--- config.mk ---
export PLATFORM = sky130hd
export DESIGN_NAME = dual_issue_commit
export DESIGN_NICKNAME = d
export VERILOG_FILES = /design/src/rtl/dic_pkg.sv /design/src/rtl/dic_slot_qual.sv /design/src/rtl/dic_age_pick.sv /design/src/rtl/dic_resolve.sv /design/src/rtl/dual_issue_commit.sv
export SDC_FILE = /design/constraint.sdc
export NUM_CORES = 1
export LEC_CHECK = 0
export ABC_CLOCK_PERIOD_IN_PS = 4010
export BUFFER_PORTS_ARGS = -buffer_cell sky130_fd_sc_hd__buf_2
export CELL_PAD_IN_SITES_DETAIL_PLACEMENT = 1
export CELL_PAD_IN_SITES_GLOBAL_PLACEMENT = 1
export CORE_UTILIZATION = 33
export DETAILED_ROUTE_END_ITERATION = 7
export PLACE_DENSITY = 0.83
export SYNTH_ARGS = -nofsm -noshare
export SYNTH_HDL_FRONTEND = slang
export SYNTH_HIERARCHICAL = 1
export SYNTH_SLANG_ARGS = --single-unit
--- constraint.sdc ---
create_clock -name clk -period 4.01 [get_ports clk]
set_input_delay 0.802 -clock clk [delete_from_list [all_inputs] [get_ports clk]]
set_output_delay 0.802 -clock clk [all_outputs]
set_load 0.01 [all_outputs]
--- src/rtl/dic_pkg.sv ---
package dic_pkg;

   localparam int NUM_SLOTS = 2;

   // Slot index; the value is used to index per-slot vectors.
   typedef enum logic {
      SLOT_A = 1'b0,
      SLOT_B = 1'b1
   } slot_e;

   // One cycle's retirement verdict.
   typedef struct packed {
      logic [NUM_SLOTS-1:0] commit;
      logic                 trap;
      slot_e                trap_slot;
   } verdict_t;

   function automatic slot_e other_slot(input slot_e s);
      return (s == SLOT_A) ? SLOT_B : SLOT_A;
   endfunction

endpackage

--- src/rtl/dic_slot_qual.sv ---
// Qualifies one slot: a slot is live when valid and not under a flush;
// it faults when live and flagged.
module dic_slot_qual (
   input  logic in_valid,
   input  logic in_exc,
   input  logic kill,
   output logic live,
   output logic fault
);
   always_comb begin
      live  = in_valid & ~kill;
      fault = live & in_exc;
   end
endmodule

--- src/rtl/dic_age_pick.sv ---
// Resolves which live slot is older from the carried age tag.
module dic_age_pick
   import dic_pkg::*;
#(
   parameter int SLOTS = NUM_SLOTS
) (
   input  logic [SLOTS-1:0] live,
   input  logic             a_age,
   output slot_e            old_slot,
   output logic             old_live,
   output logic             young_live
);
   localparam int SLOT_BITS = $clog2(SLOTS);

   if (SLOTS != 2) begin : g_bad_slots
      $error("dic_age_pick supports exactly two slots");
   end
   if (SLOT_BITS != 1) begin : g_bad_bits
      $error("dic_age_pick slot index must be one bit");
   end

   always_comb begin
      old_slot   = SLOT_A;
      old_live   = 1'b0;
      young_live = 1'b0;
      unique case (live)
         2'b11: begin
            old_slot   = a_age ? SLOT_A : SLOT_B;
            old_live   = 1'b1;
            young_live = 1'b1;
         end
         2'b01: begin
            old_slot = SLOT_A;
            old_live = 1'b1;
         end
         2'b10: begin
            old_slot = SLOT_B;
            old_live = 1'b1;
         end
         default: begin
            old_slot = SLOT_A;
         end
      endcase
   end
endmodule

--- src/rtl/dic_resolve.sv ---
// Turns age order and per-slot faults into a retirement verdict.
module dic_resolve
   import dic_pkg::*;
#(
   parameter int SLOTS = NUM_SLOTS
) (
   input  slot_e            old_slot,
   input  logic             old_live,
   input  logic             young_live,
   input  logic [SLOTS-1:0] fault,
   output verdict_t         verdict
);
   slot_e young_slot;
   logic  old_fault;
   logic  young_fault;

   always_comb begin
      young_slot  = other_slot(old_slot);
      old_fault   = fault[old_slot];
      young_fault = fault[young_slot];
   end

   always_comb begin
      verdict = '0;
      if (old_live) begin
         if (old_fault) begin
            verdict.trap      = 1'b1;
            verdict.trap_slot = old_slot;
         end else begin
            verdict.commit[old_slot] = 1'b1;
            if (young_live) begin
               if (young_fault) begin
                  verdict.trap      = 1'b1;
                  verdict.trap_slot = young_slot;
               end else begin
                  verdict.commit[young_slot] = 1'b1;
               end
            end
         end
      end
   end
endmodule

--- src/rtl/dual_issue_commit.sv ---
module dual_issue_commit
   import dic_pkg::*;
#(
   parameter int PC_W       = 32,
   parameter int CAUSE_W    = 5,
   parameter bit CLEAR_IDLE = 1'b1
) (
   input  logic               clk,
   input  logic               rst_n,
   input  logic               a_valid,
   input  logic               a_age,
   input  logic               a_exc,
   input  logic [CAUSE_W-1:0] a_cause,
   input  logic [PC_W-1:0]    a_pc,
   input  logic               b_valid,
   input  logic               b_age,
   input  logic               b_exc,
   input  logic [CAUSE_W-1:0] b_cause,
   input  logic [PC_W-1:0]    b_pc,
   output logic               commit_a,
   output logic               commit_b,
   output logic               trap_req,
   output logic [CAUSE_W-1:0] trap_cause,
   output logic [PC_W-1:0]    trap_pc,
   output logic               flush_young
);
   localparam int SLOTS     = NUM_SLOTS;
   localparam int PAYLOAD_W = CAUSE_W + PC_W;

   if (PC_W < 2) begin : g_bad_pc
      $error("PC_W must be at least 2");
   end
   if (CAUSE_W < 1) begin : g_bad_cause
      $error("CAUSE_W must be at least 1");
   end

   logic [SLOTS-1:0]     in_valid;
   logic [SLOTS-1:0]     in_exc;
   logic [PAYLOAD_W-1:0] in_payload [SLOTS];
   logic [SLOTS-1:0]     live;
   logic [SLOTS-1:0]     fault;
   logic                 kill;

   slot_e    old_slot;
   logic     old_live;
   logic     young_live;
   verdict_t verdict;

   logic [SLOTS-1:0]     commit_q;
   logic                 trap_q;
   logic                 flush_q;
   logic [PAYLOAD_W-1:0] payload_q;
   logic [PAYLOAD_W-1:0] sel_payload;

   // b_age carries the complement of a_age for a full pair; a_age decides.
   logic b_age_seen;
   assign b_age_seen = b_age;

   always_comb begin
      in_valid      = {b_valid, a_valid};
      in_exc        = {b_exc, a_exc};
      in_payload[0] = {a_cause, a_pc};
      in_payload[1] = {b_cause, b_pc};
      kill          = flush_q;
   end

   for (genvar s = 0; s < SLOTS; s++) begin : g_slot
      dic_slot_qual u_qual (
         .in_valid (in_valid[s]),
         .in_exc   (in_exc[s]),
         .kill     (kill),
         .live     (live[s]),
         .fault    (fault[s])
      );
   end

   dic_age_pick #(.SLOTS(SLOTS)) u_age (
      .live       (live),
      .a_age      (a_age),
      .old_slot   (old_slot),
      .old_live   (old_live),
      .young_live (young_live)
   );

   dic_resolve #(.SLOTS(SLOTS)) u_resolve (
      .old_slot   (old_slot),
      .old_live   (old_live),
      .young_live (young_live),
      .fault      (fault),
      .verdict    (verdict)
   );

   always_comb begin
      sel_payload = in_payload[verdict.trap_slot];
   end

   always_ff @(posedge clk or negedge rst_n) begin
      if (!rst_n) begin
         commit_q <= '0;
         trap_q   <= 1'b0;
         flush_q  <= 1'b0;
      end else begin
         commit_q <= verdict.commit;
         trap_q   <= verdict.trap;
         flush_q  <= verdict.trap;
      end
   end

   if (CLEAR_IDLE) begin : g_payload_clear
      always_ff @(posedge clk or negedge rst_n) begin
         if (!rst_n) begin
            payload_q <= '0;
         end else if (verdict.trap) begin
            payload_q <= sel_payload;
         end else begin
            payload_q <= '0;
         end
      end
   end else begin : g_payload_hold
      always_ff @(posedge clk or negedge rst_n) begin
         if (!rst_n) begin
            payload_q <= '0;
         end else if (verdict.trap) begin
            payload_q <= sel_payload;
         end
      end
   end

   always_comb begin
      commit_a    = commit_q[SLOT_A];
      commit_b    = commit_q[SLOT_B];
      trap_req    = trap_q;
      flush_young = flush_q;
      trap_cause  = payload_q[PAYLOAD_W-1:PC_W];
      trap_pc     = payload_q[PC_W-1:0];
   end
endmodule

# After elaboration in Yosys (flattened, before gate mapping)
# Index checks and enable logic that the tools add are counted.
dict set report totals {
  in_bits 82
  word_cells 44
  register_bits 40
  out_inout_bits 41
}
dict set report op_classes {
  n_eq_ne 3
  reduce_logical 3
  magnitude_cmp 5
  n_bitwise 7
  muxes 23
}
# operator count
set ops {}
lappend ops {{$mux W37} 4}
lappend ops {{$mux W1} 10}
lappend ops {{$mux W2} 4}
lappend ops {{$mux W4} 2}
lappend ops {{$and A1 B1 Y1} 4}
lappend ops {{$eq A2 B2 Y1 const B} 2}
lappend ops {{$lt A1 B2 Y1 const B} 2}
lappend ops {{$reduce_or A3 Y1} 1}
lappend ops {{$demux W1 S1} 2}
lappend ops {{$eq A2 B1 Y1 const B} 1}
lappend ops {{$ge A1 B1 Y1 const B} 2}
lappend ops {{$ge A2 B2 Y1 const B} 1}
lappend ops {{$logic_and A1 B1 Y1} 2}
lappend ops {{$not A1 Y2} 1}
lappend ops {{$or A2 B2 Y2} 1}
lappend ops {{$pmux W1 S2} 1}
lappend ops {{$not A1 Y1} 1}

# Logic depth before layout (Yosys ltp)
dict set report logic_depth {
  depth_word 19
  mapped_depth 8
  ltp_nobuf 6
}

# By module
# Netlist, hierarchy kept.
# module cells_per_inst instances area_per_inst_um2
set modules_own_cells {}
lappend modules_own_cells {dual_issue_commit 122 1 1692.9}
lappend modules_own_cells {dic_resolve 9 1 70.1}
lappend modules_own_cells {dic_slot_qual 2 2 15.0}
lappend modules_own_cells {dic_age_pick 3 1 21.3}

# Worst setup path after synthesis
# OpenSTA, ideal clock, no wires.
dict set report synth_timing {
  path_type {input to register}
  startpoint {input port b_valid}
  endpoint {register payload_q[10]}
  path_slack_ps 1637
  arrival_time_ps 2253
  t_required_ps 3890
  path_stages 6
  setup_ps 120
  cell_sequence {nor2b_1 > a21boi_0 > mux2_1 > o221a_1 > clkbuf_1 > nor2b_1}
}
# element line_no
set synth_rtl {}
lappend synth_rtl {{start: declaration} dual_issue_commit.sv:15} ;# input logic b_valid,
lappend synth_rtl {{end signal: assignment} dual_issue_commit.sv:114} ;# payload_q <= sel_payload;
lappend synth_rtl {{end: declaration} dual_issue_commit.sv:52} ;# logic [PAYLOAD_W-1:0] payload_q;

==> results.json <==
{
  "tns_ps": 0,
  "final_util_pct": 48.70,
  "reg2reg_depth": 6,
  "drt.antenna.violating_nets": 0,
  "insertion_delay_ps": 280,
  "grt.overflow.total": 0,
  "mostFrequentLayoutCell": "buf_2",
  "cts_buffer_depth": 2,
  "avgSynthCellArea_um2": 13.15,
  "clkSinkCount": 40,
  "cp.arrival_ps": 2780,
  "io_buffers": 121,
  "setup_viol": 0,
  "synth_seq_cells": 40,
  "die_h_um": 76.15,
  "diodes": 0,
  "skew_ps": 5.266,
  "track_usage_pct": 15.58,
  "htreeDepth": 2,
  "final_cell_mix": "121 x buf_2, 40 x nor2b_1, 40 x dfrtp_1, 37 x mux2i_1, 6 x clkbuf_8",
  "drv_cap": 0,
  "synth_fp_nets": 220,
  "clockRootBuffer": "clkbuf_8",
  "die_x_um": 76.15,
  "yosys_warnings": 6,
  "min_path_type": "primary input to async pin",
  "r2r_end": "payload_q[2]",
  "cp-end-kind": "flop",
  "dieArea_mm2": 0.005798,
  "synthArstFlopShare_pct": 100.0,
  "required_ps": 4170,
  "synthCells": 138,
  "grt_max_degree": 41,
  "avgViaCountPerCell": 4.405,
  "nets": 342,
  "grt_first_pass_wirelength_mm": 7.182,
  "totalPowerFinal_mw": 0.8464,
  "fin_hold_ws_ps": 634.6,
  "gp_congestion": 0.7170,
  "dp_hpwl_mm": 3.495,
  "boundaryPins": 123,
  "outcome": "finished, final reports clean",
  "max_freq_mhz": 382.2,
  "start_util_pct": 34.86,
  "cts_resized": 0,
  "leakagePower_nw": 1.368,
  "rrSetupSlack_ps": 1570,
  "clk_pin_slew_worst_paths_ps": 70,
  "worst_slew_pin_slew_ps": 887.4,
  "worstReg2RegStart": "flush_young",
  "start_kind": "primary input",
  "ys_types": 17,
  "report.final.hold_viol_count": 0,
  "post_cts_buffers": 0,
  "period_needed_ps": 2617,
  "syn_area_mm2": 0.001814,
  "dr.pass1.iters": 2,
  "first_global_vias": 1613,
  "cts_tree": "done",
  "drt_iter0_drc": 14,
  "path_max_fanout": 20,
  "ys.flop_type": "dfrtp_1",
  "num_vias": 1458,
  "numCtsBuffers": 5,
  "power.density_mw_per_mm2": 333.9,
  "drt_wl_total_mm": 4.395,
  "ir_worst_vdd_mv": 0.1369,
  "maxSlewHeadroom_pct": 40.84,
  "drv_slew": 0,
  "rsz0062_at_grt": "no",
  "synth_edf_count": 0,
  "wl_per_cell_um": 13.28,
  "drive_gt1_share_pct": 50.19,
  "core_region_area_mm2": 0.005205,
  "cts_hold_buf": 0,
  "antenna_found_initial": 0,
  "critPathKind": "primary input to flop",
  "fin_crit_sh_pct": 65.25,
  "syn_to_final_growth_pct": 39.72,
  "synth_seq_area_share_pct": 55.17,
  "remaining_drc_errors": 0,
  "core.rowCount": 26
}
[layout make-up]
type,count,area (um2)
fillers,622,2670
flip-flops and latches,40,1001
inverters,1,3.754
repair buffers,123,633.1
well taps,70,87.58
multi-input cells,89,719.4
clock buffers,8,90.09
[layer usage]
metal | vias up | track usage (%) | share of wire, %
met3 | 4 | 5.868 | 11
met1 | 663 | 16.69 | 37
li1 | 697 | - | -
met2 | 94 | 28.36 | 51
met5 | - | 0 | 0
met4 | 0 | 4.615 | 0.68
[synth_stat cells (2+ instances only)]
cell | n | share of area (%)
dfrtp_1 | 40 | 55
nor2b_1 | 40 | 14
buf_12 | 3 | 3.3
nand2b_1 | 2 | 0.69
and3b_1 | 2 | 0.97
clkbuf_1 | 3 | 0.62
mux2i_1 | 37 | 20
o211a_1 | 2 | 1.1
[per-stage QoR]
stage / setup WS [ps] / instances / cell area [um2]
final: 1393 / 331 / 2535
after global routing: 1222 / 331 / 2535
after global placement: 1176 / 323 / 2445
after CTS: 1379 / 331 / 2535
after detailed placement: 1079 / 323 / 2445
after floorplan: 1637 / 138 / 1814
[flip-flops by register name, summed over array words and instances, names as in the netlist]
register,cells
commit_q,2
flush_young,1
payload_q,37
[worst max path at each step]
stage / depth (start not counted) / from / to
4_1_cts: 7 / b_valid / payload_q[25]
6_report: 7 / b_valid / payload_q[2]
5_1_grt: 7 / b_valid / payload_q[25]
3_3_place_gp: 7 / b_valid / payload_q[8]
2_1_floorplan: 6 / b_valid / payload_q[10]
3_5_place_dp: 7 / b_valid / payload_q[25]
[critical path, cell delays in order]
cell	delay, ps
buf_2	80
nor2b_1	160
a21boi_0	440
o211a_2	680
buf_12	270
mux2i_1	250
nor2b_1	80
[where the power goes]
group	internal, mW	leakage [nW]	switching [mW]
clock network	0.140	0.0455	0.124
registers	0.424	0.548	0.00584
logic	0.0790	0.774	0.0741
[logic make-up (layout without fill, tap and decap cells)]
logic type             count (synthesis)  after routing  share of synthesized area, %
muxes                                 38             38                         21.03
buffers and inverters                  9            132                         5.172
AOI/OAI and AO/OA                      5              5                         2.414
and+or+nand+nor                       46             46                         16.21
DFF                                   40             40                         55.17
(Power assumes the default switching activity.)
